--- src/rtl/proc_boot_seq_pkg.sv ---
package proc_boot_seq_pkg;
  localparam int unsigned CW = 32;
  localparam int unsigned BIT_STOP    = 26;
  localparam int unsigned BIT_CLAMP   = 25;
  localparam int unsigned BIT_SS_RST  = 23;
  localparam int unsigned BIT_DBG_RST = 22;
  localparam int unsigned BIT_TRC_RST = 21;
  localparam int unsigned BIT_CORE_RST = 10;
  localparam int unsigned BIT_MEM_L1  = 9;
  localparam int unsigned BIT_MEM_TCM = 8;
  localparam int unsigned BIT_MEM_PER = 7;
  localparam int unsigned BIT_CLK_EN  = 2;

  localparam logic [CW-1:0] M_STOP  = 32'h1 << BIT_STOP;
  localparam logic [CW-1:0] M_CLAMP = 32'h1 << BIT_CLAMP;
  localparam logic [CW-1:0] M_CLK   = 32'h1 << BIT_CLK_EN;
  localparam logic [CW-1:0] M_RST   = (32'h1 << BIT_SS_RST) | (32'h1 << BIT_DBG_RST)
                                    | (32'h1 << BIT_TRC_RST) | (32'h1 << BIT_CORE_RST);
  localparam logic [CW-1:0] M_MEM   = (32'h1 << BIT_MEM_L1) | (32'h1 << BIT_MEM_TCM)
                                    | (32'h1 << BIT_MEM_PER);
  localparam logic [CW-1:0] CTRL_RESET = M_RST | M_STOP | M_CLAMP;

  typedef enum logic [2:0] {
    ST_IDLE, ST_B_WAIT, ST_B_REL, ST_B_VEC, ST_B_GO, ST_S_WAIT, ST_S_CLAMP
  } seq_state_e;
endpackage

--- src/rtl/seq_settle_timer.sv ---
module seq_settle_timer #(
  parameter int unsigned WAIT_CYC = 8
) (
  input  logic clk_i,
  input  logic rst_ni,
  input  logic start_i,
  output logic expire_o
);
  localparam int unsigned TW = (WAIT_CYC < 2) ? 1 : $clog2(WAIT_CYC);
  localparam logic [TW-1:0] LAST = TW'(WAIT_CYC - 1);

  logic          run_q;
  logic [TW-1:0] cnt_q;

  always_ff @(posedge clk_i or negedge rst_ni) begin
    if (!rst_ni) begin
      run_q <= 1'b0;
      cnt_q <= '0;
    end else if (start_i) begin
      run_q <= 1'b1;
      cnt_q <= '0;
    end else if (run_q) begin
      if (cnt_q == LAST) run_q <= 1'b0;
      else               cnt_q <= cnt_q + 1'b1;
    end
  end

  assign expire_o = run_q && (cnt_q == LAST);
endmodule

--- src/rtl/boot_vec_regs.sv ---
module boot_vec_regs #(
  parameter int unsigned AW = 32,
  parameter int unsigned PAGE_BITS = 12,
  parameter logic [31:0] STRAP_TCM = 32'h0146_028B,
  parameter logic [31:0] STRAP_BUS = 32'h0029_0280
) (
  input  logic                    clk_i,
  input  logic                    rst_ni,
  input  logic                    load_i,
  input  logic [AW-1:0]           addr_i,
  output logic [AW-PAGE_BITS-1:0] vec_base_o,
  output logic [31:0]             strap_tcm_o,
  output logic [31:0]             strap_bus_o
);
  always_ff @(posedge clk_i or negedge rst_ni) begin
    if (!rst_ni) begin
      vec_base_o  <= '0;
      strap_tcm_o <= '0;
      strap_bus_o <= '0;
    end else if (load_i) begin
      vec_base_o  <= addr_i[AW-1:PAGE_BITS];
      strap_tcm_o <= STRAP_TCM;
      strap_bus_o <= STRAP_BUS;
    end
  end
endmodule

--- src/rtl/proc_boot_seq.sv ---
module proc_boot_seq
  import proc_boot_seq_pkg::*;
#(
  parameter int unsigned WAIT_CYC = 8,
  parameter int unsigned AW = 32,
  parameter int unsigned PAGE_BITS = 12
) (
  input  logic                    clk_i,
  input  logic                    rst_ni,
  input  logic                    boot_req_i,
  input  logic                    shut_req_i,
  input  logic [AW-1:0]           boot_addr_i,
  output logic [CW-1:0]           ctrl_o,
  output logic [AW-PAGE_BITS-1:0] vec_base_o,
  output logic [31:0]             strap_tcm_o,
  output logic [31:0]             strap_bus_o,
  output logic                    busy_o,
  output logic                    done_o
);
  seq_state_e    st_q;
  logic [CW-1:0] ctrl_q;
  logic [AW-1:0] addr_q;
  logic          done_q;
  logic          start, expire, load_vec;

  assign start    = (st_q == ST_IDLE) && (boot_req_i || shut_req_i);
  assign load_vec = (st_q == ST_B_VEC);

  seq_settle_timer #(.WAIT_CYC(WAIT_CYC)) u_timer (
    .clk_i(clk_i), .rst_ni(rst_ni), .start_i(start), .expire_o(expire)
  );

  boot_vec_regs #(.AW(AW), .PAGE_BITS(PAGE_BITS)) u_vec (
    .clk_i(clk_i), .rst_ni(rst_ni), .load_i(load_vec), .addr_i(addr_q),
    .vec_base_o(vec_base_o), .strap_tcm_o(strap_tcm_o), .strap_bus_o(strap_bus_o)
  );

  always_ff @(posedge clk_i or negedge rst_ni) begin
    if (!rst_ni) begin
      st_q   <= ST_IDLE;
      ctrl_q <= CTRL_RESET;
      addr_q <= '0;
      done_q <= 1'b0;
    end else begin
      done_q <= 1'b0;
      unique case (st_q)
        ST_IDLE: if (start) begin
          ctrl_q <= (ctrl_q | M_RST | M_STOP) & ~M_CLK;
          if (boot_req_i) begin  // boot wins a tie
            addr_q <= boot_addr_i;
            st_q   <= ST_B_WAIT;
          end else begin
            st_q   <= ST_S_WAIT;
          end
        end
        ST_B_WAIT: if (expire) begin
          ctrl_q <= ctrl_q | M_CLK | M_MEM;
          st_q   <= ST_B_REL;
        end
        ST_B_REL: begin
          ctrl_q <= ctrl_q & ~(M_CLAMP | M_RST);
          st_q   <= ST_B_VEC;
        end
        ST_B_VEC: st_q <= ST_B_GO;
        ST_B_GO: begin
          ctrl_q <= ctrl_q & ~M_STOP;
          done_q <= 1'b1;
          st_q   <= ST_IDLE;
        end
        ST_S_WAIT: if (expire) begin
          ctrl_q <= ctrl_q & ~M_MEM;
          st_q   <= ST_S_CLAMP;
        end
        ST_S_CLAMP: begin
          ctrl_q <= ctrl_q | M_CLAMP;
          done_q <= 1'b1;
          st_q   <= ST_IDLE;
        end
        default: st_q <= ST_IDLE;
      endcase
    end
  end

  assign ctrl_o = ctrl_q;
  assign busy_o = (st_q != ST_IDLE);
  assign done_o = done_q;

  assert_stop_last_R6: assert property (@(posedge clk_i) disable iff (!rst_ni)
    $fell(ctrl_o[BIT_STOP]) |-> done_o && !ctrl_o[BIT_CORE_RST] && ctrl_o[BIT_CLK_EN]);

  assert_clamp_after_mem_R8: assert property (@(posedge clk_i) disable iff (!rst_ni)
    $rose(ctrl_o[BIT_CLAMP]) |-> (ctrl_o & M_MEM) == '0 && done_o);

  assert_mem_under_reset_R3: assert property (@(posedge clk_i) disable iff (!rst_ni)
    $rose(ctrl_o[BIT_MEM_L1]) |-> ctrl_o[BIT_CORE_RST] && ctrl_o[BIT_STOP]
                                  && $past(!ctrl_o[BIT_CLK_EN]));

  assert_done_pulse_R10: assert property (@(posedge clk_i) disable iff (!rst_ni)
    done_o |=> !done_o);

  assert_idle_at_done_R9: assert property (@(posedge clk_i) disable iff (!rst_ni)
    done_o |-> !busy_o);

  assert_release_keeps_stop_R4: assert property (@(posedge clk_i) disable iff (!rst_ni)
    $fell(ctrl_o[BIT_CORE_RST]) |-> ctrl_o[BIT_STOP] && busy_o);
endmodule

--- config.mk ---
export PLATFORM = sky130hd
export DESIGN_NAME = proc_boot_seq
export DESIGN_NICKNAME = d
export VERILOG_FILES = /design/src/rtl/proc_boot_seq_pkg.sv /design/src/rtl/seq_settle_timer.sv /design/src/rtl/boot_vec_regs.sv /design/src/rtl/proc_boot_seq.sv
export SDC_FILE = /design/constraint.sdc
export NUM_CORES = 1
export LEC_CHECK = 0
export BUFFER_PORTS_ARGS = -buffer_cell sky130_fd_sc_hd__buf_2
export CORE_MARGIN = 2
export CORE_UTILIZATION = 45
export DETAILED_ROUTE_END_ITERATION = 7
export GPL_TIMING_DRIVEN = 0
export PLACE_DENSITY = 0.79
export SLEW_MARGIN = 20
export SYNTH_ARGS = -nofsm -noshare
export SYNTH_HDL_FRONTEND = slang
export SYNTH_SLANG_ARGS = --single-unit
--- constraint.sdc ---
create_clock -name clk_i -period 1.9 [get_ports clk_i]
set_input_delay 0.19 -clock clk_i [delete_from_list [all_inputs] [get_ports clk_i]]
set_output_delay 0.19 -clock clk_i [all_outputs]
set_load 0.01 [all_outputs]
Word level (Yosys, flattened, before mapping). Cells that the tools add are included.

Register bits after elaboration: 72. Bits of input ports: 36. Word-level logic and storage cells: 67. Output and inout bits: 118.

Eq/ne operators: 11. Bitwise gates (word level): 6. Reduce and logical (&&, ||, !) cells: 20. Add/sub/neg operators: 1. Muxes and demuxes: 16.

Operators by type and width (count): 27-bit case mux with 6 select lines (1); 27-bit 2-to-1 mux (1); 3-bit 2-to-1 mux (7); 10-bit 2-to-1 mux (2); 3-bit case mux with 5 select lines (1); 7-bit AND reduction (2); 3-bit == test (second input constant) (4); 6-bit AND reduction (2); 2-bit nonzero test (6); 2-bit != test (second input constant) (4); 3-bit by 2-bit == test with 1-bit output (second input constant) (2); 1-bit inverter (6); 3-bit AND reduction (2); 5-bit AND reduction (1); 1-bit 2-to-1 mux (4); 3-bit by 1-bit adder with 3-bit output (second input constant) (1); 3-bit by 1-bit == test with 1-bit output (second input constant) (1); 3-bit zero test (1); 3-bit nonzero test (1); 1-bit logical AND (2); 2-bit AND reduction (1); 2-bit OR reduction (1); 1-bit logical OR (1).

Depth between registers and ports, before layout. Gate-level depths: netlist of the first run.

Depth after elaboration: 4. Mapped depth: 5. Gate-level depth less buffers: 5.

Modules after synthesis. From an unflattened synthesis of the first run, not the netlist that was laid out.

Cells, all modules: 262. Area, all modules: 3520.9 µm².

Modules (own cells, without submodules): proc_boot_seq (area each 1970.6 µm², seq. area each 1029.7 µm², instances 1, cells each 136); boot_vec_regs (area each 1327.5 µm², seq. area each 525.5 µm², instances 1, cells each 108); seq_settle_timer (area each 222.7 µm², seq. area each 100.1 µm², instances 1, cells each 18).

Least setup slack after synthesis of the first run. Ideal clock, no wire load.

Path kind: register -> register. Start: register st_q[0]. End: register addr_q[12]. Required time: 1.775 ns. Library setup time: 0.125 ns. Path buffers: 1. Path slack: 0.500 ns. Data arrival time: 1.275 ns. Clock period less this slack: 1.400 ns. Stages on the path, launching flop included: 6. Path through: dfrtp_1 -> nor3_2 -> inv_2 -> nor2_4 -> buf_6 -> mux2_2.

Word-level cells in the longest chain between the ends: 3.

RTL lines: start: declaration (RTL line proc_boot_seq.sv:20) `seq_state_e st_q;`; start signal: assignment (RTL line proc_boot_seq.sv:40) `st_q <= ST_IDLE;`; start signal: assignment (RTL line proc_boot_seq.sv:51) `st_q <= ST_B_WAIT;`; start signal: assignment (RTL line proc_boot_seq.sv:53) `st_q <= ST_S_WAIT;`; 3-bit zero test (*) (RTL line proc_boot_seq.sv:26, proc_boot_seq.sv:46); 1-bit logical AND (RTL line proc_boot_seq.sv:26) `assign start = (st_q == ST_IDLE) && (boot_req_i || shut_req_i);`; 3-bit AND reduction (no source line) (*); end signal: assignment (RTL line proc_boot_seq.sv:50) `addr_q <= boot_addr_i;`; end: declaration (RTL line proc_boot_seq.sv:22) `logic [AW-1:0] addr_q;`.

Mark *: on every way between the ends. The rest lies on a longest branch, timed or not. A chain may end at the register's enable or synchronous reset.

Final worst setup path of the first run.
Start: register st_q[0]. End: register addr_q[29].

Same word-level chain as after synthesis.

==> out/results.txt, run 1 <==
The clock sink count is 54, and the x dimension of the die is 83.0 um. The sum of negative setup slack came out at 0 ns. The final layout contains routed wiring with a total length of 4.67 mm. The worst path required time is 2.08 ns, and the power per cell area is 1350 nW/um^2.

The quantity of gates resized following cts is 0, and the worst voltage drop across the vdd grid is 0.000644 V. Max-cap violations in this run came to 0. Startpoint of the most critical hold path: boot_addr_i[19]. For this run the aggregate overflow at the end of global routing stands at 0.

CTS placed an instance of clkbuf_8 at the clock tree root. In this run the number of H-tree levels came out at 2. The final layout contains 419 nets. Counting instances in the post-synthesis netlist gives the leading cell types as buf_4 (90), dfrtp_1 (51), mux2_2 (41). The async set or reset register ratio after synthesis works out to 1.00. In this run the most used layer during global routing was met2. Setup violations remaining at the end of the flow were counted as 0.

The tools report the initial antenna violation count as 0. The most frequently used flop master after synthesis was dfrtp_1. Initial standard-cell utilization of the core: 0.468. The capture instance of the worst register-to-register path was addr_q[29]. Of all nets on the critical path, the largest fanout is 10. After synthesis, the netlist uses 29 different library cells.

The tightest slew margin relative to the limit is 0.550, and the buffer depth of the longest clock path is 2. The met3 demand-to-capacity share in global routing is 0.0467. By area the synthesized netlist is led by dfrtp_1 (45%), buf_4 (24%), mux2_2 (16%), dfstp_2 (2.8%), ha_1 (0.89%). The final period utilization is 0.809. The logs give 6880 um^2 for the overall die area and 0.0131 ns for the final worst clock skew. Setup repair after global routing left no endpoint under its margin. The data arrival time of the critical path was 1.72 ns; the final critical-path required period was 1.54 ns. The worst setup path is launched from a flip-flop. After the flow finishes, the layout carries non-filler instances totaling 457. Detailed placement HPWL: 3.64 mm. Dividing the detail-routed via count by the number of cells gives 3.95.

The run gives 0.483 as the sequential cell area fraction in the yosys report. The cell count after synthesis came out at 233. The area taken by multi-input logic gates was 990 um^2; the measured slew at the worst slew-check pin was 0.674 ns. The remaining routing DRC violations is 0, and the via count is 1,807. buf_4 is the most common cell in the netlist. The run finished with clean final reports. By startpoint and endpoint, the worst setup path is classified as flip-flop to flip-flop. The final number of max-transition violations is 0, and the synthesis-to-layout area growth is 29.6%. The floorplan has 28 rows.

The top cell type by total area after synthesis was dfrtp_1. The core region is 5990 um^2. Number of warnings reported in the yosys synthesis log: 0.

The proportion of netlist area held by the largest area contributor came out at 0.455. 154 I/O pins were placed. The fraction of met2 tracks used by global routing is 0.252, and the ratio of cells with drive above 1 in the final layout is 0.573.

For the number of cells in the design after placement, the log shows 448. The min-delay analysis places its worst path in the category primary input to flip-flop. Averaged over all synthesized cells, the footprint is 12.0 um^2.

The run gives 23 as the violation count after the first detailed-routing iteration. The run gives 0.607 as the utilization of the core after routing. After clock tree synthesis, the clock-pin slew on the worst setup and hold paths is 0.10 ns.

After filler insertion, the fill cell instance count of the layout stands at 549. Number of global-route vias before repair: 1,709. The number of synthesized flops with an enable pin was 0. The leakage power is 2.02 nW. The worst hold path terminates at addr_q[19]. Antenna cell count: 0.

The buffers inserted during post-CTS setup optimization is 0. The setup check on the worst reg-to-reg path leaves a slack of 0.36 ns. The pre-antenna-repair detailed-routing pass consisted of 4 iterations. The clock reaches the later pin of the worst-skew pair after 0.30 ns. In this run, synthesis produced a sequential element count of 54. The worst register-to-register path begins at st_q[0]. TritonCTS built the clock tree. Number of port buffers: 69.

The first global-routing pass estimated 7.93 mm of wire. Along the worst hold path, the cell count comes to 2. Number of routed nets with antenna violations: 0. TritonCTS created 5 clock buffers. At the end of routability-driven placement, the weighted congestion stood at 0.789. In the final routed layout, each cell accounts on average for 10.2 um. The run gives 0 as the hold violation total from the final report.

Met1 global-route usage: 0.158. The cell depth of the worst flop-to-flop path is 5. The run gives 0.138 as the total global routing track utilization. OpenSTA, run right after detailed placement, puts the worst setup slack at 0.374 ns.

The floorplan step set the die height to 83.0 um. STA classifies the critical path endpoint as a flip-flop. The minimum setup slack in the final design was 0.362 ns.

Entering global routing, the biggest net connects 55 pins. The run gives 1360 um^2 as the area taken by flip-flops and latches. First element of the critical path: st_q[0]. The cell area that synthesis handed to floorplanning was 2810 um^2. Static timing analysis puts the maximum clock frequency at 650 MHz.
logic make-up after synthesis:
group	count (synthesis)	share of synthesized area
buf+inv	99	0.259
flops	54	0.483
mux	43	0.172
simple gates	22	0.0455
compound gates	10	0.0241
fa+ha+maj	2	0.00892
xor+xnor	2	0.00624
other cells	1	0.00134
registers in the layout, indices dropped and copies added (netlist names):
register and cells:
u_timer.run_q 1, addr_q 20, st_q 3, ctrl_o 5, done_o 1, u_timer.cnt_q 3
u_vec.strap_tcm_o 1, u_vec.vec_base_o 20
cell type report:
class,instances,share of cell area
sequential,54,0.372
multi-input combinational,151,0.272
buffer,97,0.198
timing repair buffer,70,0.0983
tap,75,0.0258
clock buffer,5,0.0189
clock inverter,3,0.0124
inverter,2,0.00206
cell usage in the layout, fill, tap and decap left out, types with 3 or more instances in the layout:
cell type	instances
buf_4	91
nor3_1	3
o21ai_0	4
dfrtp_1	51
buf_2	71
mux2_2	41
dfstp_2	3
conb_1	72
nand2b_1	4
nand2_1	3
clkbuf_8	5
nor2_1	6
metal layers:
layer,vias to the layer above,share of wire
li1,895,-
met1,832,0.39
met2,76,0.52
met3,4,0.082
met4,0,0.0043
met5,-,0
worst max-delay path by stage:
| stage | cells past startpoint | slack, ns | endpoint |
|---|---|---|---|
| after global routing | 5 | 0.28 | addr_q[26] |
| after floorplan | 5 | 0.50 | addr_q[12] |
| after global placement | 5 | 0.40 | addr_q[29] |
| after CTS | 5 | 0.35 | addr_q[26] |
| final | 5 | 0.36 | addr_q[29] |
| after detailed placement | 5 | 0.37 | addr_q[12] |
per-stage QoR:
| step | hold WS (ns) | cell area, um^2 | total power, W |
|---|---|---|---|
| floorplan | -0.106 | 3070 | 0.00350 |
| global placement | 0.422 | 3510 | 0.00410 |
| detailed placement | 0.283 | 3510 | 0.00420 |
| CTS | 0.105 | 3640 | 0.00498 |
| global route | 0.0954 | 3640 | 0.00528 |
| finish | 0.116 | 3640 | 0.00490 |
what timing repair did:
| item | CTS | global route |
|---|---|---|
| hold buffers | 1 | 0 |
| setup endpoints to repair | 0 | 0 |
| hold endpoints to repair | 51 | 0 |
power breakdown:
group          total, W  internal, W  switching (W)
Clock          0.000760     0.000392       0.000368
Combinational   0.00212      0.00119       0.000922
Sequential      0.00202      0.00171       0.000310
worst max-delay path: stages, from the launching register on:
cell and delay (ns):
dfrtp_1 0.43, nor3_2 0.26, inv_2 0.10, nor2_4 0.12
buf_6 0.17, mux2_2 0.34
Note: power is estimated with default switching activity, not from simulation.
==> inputs of run 2 (changes only) <==
- clock period: 1.9 -> 1.46 ns (I/O delays scaled with it)
==> run 2 against run 1 <==
The run now ends with negative setup slack left. Sequential cell count stayed put. Register-to-register slack worse by 0.40 ns. Highest routed layer unchanged. Critical path depth stayed put. Combinational power is 32% higher.
==> out/results.txt, run 2 (same netlist as run 1, synthesis figures left out) <==
The fmax is 668 MHz (+2.7%). The data arrival time of the critical path was 1.68 ns (-0.04 ns); the overall power of the completed layout was 0.00643 W (+31%). The minimum setup slack in the final design came out at -0.0365 ns (-0.399 ns). Ratio of cells with drive above 1 in the final layout: 0.580 (+0.00634).

Utilization of the core after routing: 0.612 (+0.00439). The CTS H-tree depth was 2 (unchanged); the final estimated routing congestion in global placement was 0.789 (unchanged). The critical path endpoint category is a flip-flop. The routed wire length per instance is 10.3 um (+1.1%).

For the buffer depth of the longest clock path, the log shows 2 (unchanged). The detailed placement HPWL is 3.64 mm (unchanged), and the final number of max-transition violations is 0 (unchanged). The final reports fail on negative setup slack.

The post-CTS clock slew at the launch and capture registers of the worst setup and hold paths is 0.10 ns (about the same). The number of routed nets with antenna violations came out at 0 (unchanged). The number of port buffers works out to 69 (unchanged).

The power per cell area came out at 1760 nW/um^2 (+30%). TritonCTS built the clock tree. Setup repair after global routing could not meet its margin everywhere. The run gives 2.03 nW (+0.76%) as the leakage power. The number of global-route vias before repair was 1,720 (+0.64%). Clock tree root buffer cell: clkbuf_8.

The initial standard-cell utilization of the core is 0.468 (unchanged). Initial antenna violation count: 0 (unchanged). Tightest slew margin relative to the limit: 0.551 (+0.000948). The number of max-capacitance violations reported was 0 (unchanged). The logs give 5990 um^2 (unchanged) for the placeable core region and 19 (+19) for the number of endpoints failing setup at the final stage.

Overall die area: 6880 um^2 (unchanged). The run gives 0.0101 ns (-0.00292 ns) as the final worst clock skew. The library cells used most frequently in the layout, excluding fill and tap cells, are buf_4 (93), conb_1 (72), buf_2 (69), dfrtp_1 (51), mux2_2 (40). The clock latency reported for the late side of the worst-skew pair came out at 0.30 ns (about the same). The tools report the violation count after the first detailed-routing iteration as 23 (unchanged). The logs give 4 (unchanged) for the total iterations of the first detailed-routing run and 4.74 mm (+1.4%) for the detailed-route wire length. The remaining global-route overflow was 0 (unchanged). The via density per instance was 3.98 (+0.61%); the vertical extent of the die was 83.0 um (unchanged). The maximum number of pins on one net before global-route repair was 55 (unchanged). The remaining routing DRC violations is 0 (unchanged). The via count is 1,822 (+0.83%), and the number of buffers inserted during clock tree synthesis is 5 (unchanged).

The maximum fanout along the worst path was 10 (unchanged); the clock sink count was 54 (unchanged). Critical path class: flip-flop to flip-flop. First-pass GRT wire length: 8.00 mm (+0.96%). The sum of negative setup slack was -0.464 ns (-0.464 ns); the design area was 3660 um^2 (+0.72%).

The final critical-path required period is 1.50 ns (-0.0410 ns). The flow ran to the end, but the final reports show violations. The logs give -0.0661 ns (-0.440 ns) for the placement-stage worst setup slack and 28 (unchanged) for the total number of placement rows.

The library cell used most frequently in the layout, excluding fill and tap cells, is buf_4. The hold violation total from the final report came out at 0 (unchanged). Synthesis-to-layout area growth: 30.6%.

The worst voltage drop across the vdd grid is 0.000840 V (+31%), and the x dimension of the die is 83.0 um (unchanged). The worst path required time was 1.64 ns (-0.44 ns). The logs give 0 (unchanged) for the antenna cell count and 546 (-0.55%) for the total of fill cells in the finished design. The measured slew at the worst slew-check pin was 0.673 ns (-0.00142 ns). The type of element launching the critical path was a flip-flop. The placed standard-cell area was 3510 um^2 (unchanged); the net count reported at finish was 420 (+0.24%). The final period utilization is 1.02 (+0.216), and the total global routing track utilization is 0.140 (+0.00127).

The worst min-delay path category was primary input to flip-flop. The run gives 154 (unchanged) as the number of placed I/O pins.
run 2: changes by cell type in the layout (fill, tap and decap cells not counted), sizes merged:
cell    change
clkbuf      +1
run 2: what timing repair did:
item / 4_1_cts / 5_1_grt
gates cloned: 0 / 0
endpoints found under the setup margin: 20 / 23
hold buffers: 1 / 0
buffers inserted: 0 / 1
pin swaps: 1 / 0
resized for setup: 1 / 7
endpoints found under the hold margin: 51 / 0
run 2: through the flow:
stage                     hold WS [ns]  instances
after floorplan                 -0.150        304
after global placement           0.378        448
after detailed placement         0.239        448
after CTS                       0.0610        457
after global routing            0.0571        458
final                           0.0737        458
run 2: worst max-delay path, cell delays in order (launching register included):
cell and delay (ns):
dfrtp_1 0.43, nor3_4 0.23, inv_2 0.09, nor2_4 0.11
buf_6 0.17, mux2_2 0.34
run 2: path summary, 6_finish.rpt:
check                                 from  slack [ns]  cells after the start                    to
max in group asynchronous           rst_ni        0.58                      2  u_vec.vec_base_o[17]
setup / recovery                   st_q[2]       -0.04                      5            addr_q[29]
hold reg to reg                 addr_q[27]        0.51                      1  u_vec.vec_base_o[15]
min in group asynchronous           rst_ni        0.41                      2      u_timer.cnt_q[1]
hold / removal             boot_addr_i[24]        0.07                      2            addr_q[24]
setup reg to reg                   st_q[2]       -0.04                      5            addr_q[29]
run 2: power by group:
group	leakage, nW	switching [W]	internal (W)
Combinational	1.33	0.00121	0.00159
Clock	0.0504	0.000478	0.000510
Sequential	0.656	0.000419	0.00223
Total	2.03	0.00210	0.00433
run 2: layer usage:
| layer | up-vias | GRT usage | share of wire |
|---|---|---|---|
| met4 | 0 | 0.0268 | 0.0042 |
| met2 | 78 | 0.254 | 0.53 |
| met5 | - | 0 | 0 |
| met1 | 840 | 0.161 | 0.39 |
| li1 | 900 | - | - |
| met3 | 4 | 0.0467 | 0.082 |
run 2: final cells by class:
type,count,area [um^2],share of cell area
inverters,2,7.51,0.00205
plain buffers,97,727,0.198
well taps,75,93.8,0.0256
repair buffers,71,365,0.0997
clock buffers,5,68.8,0.0188
flip-flops and latches,54,1360,0.370
multi-input cells,151,1000,0.273
clock inverters,3,45.0,0.0123
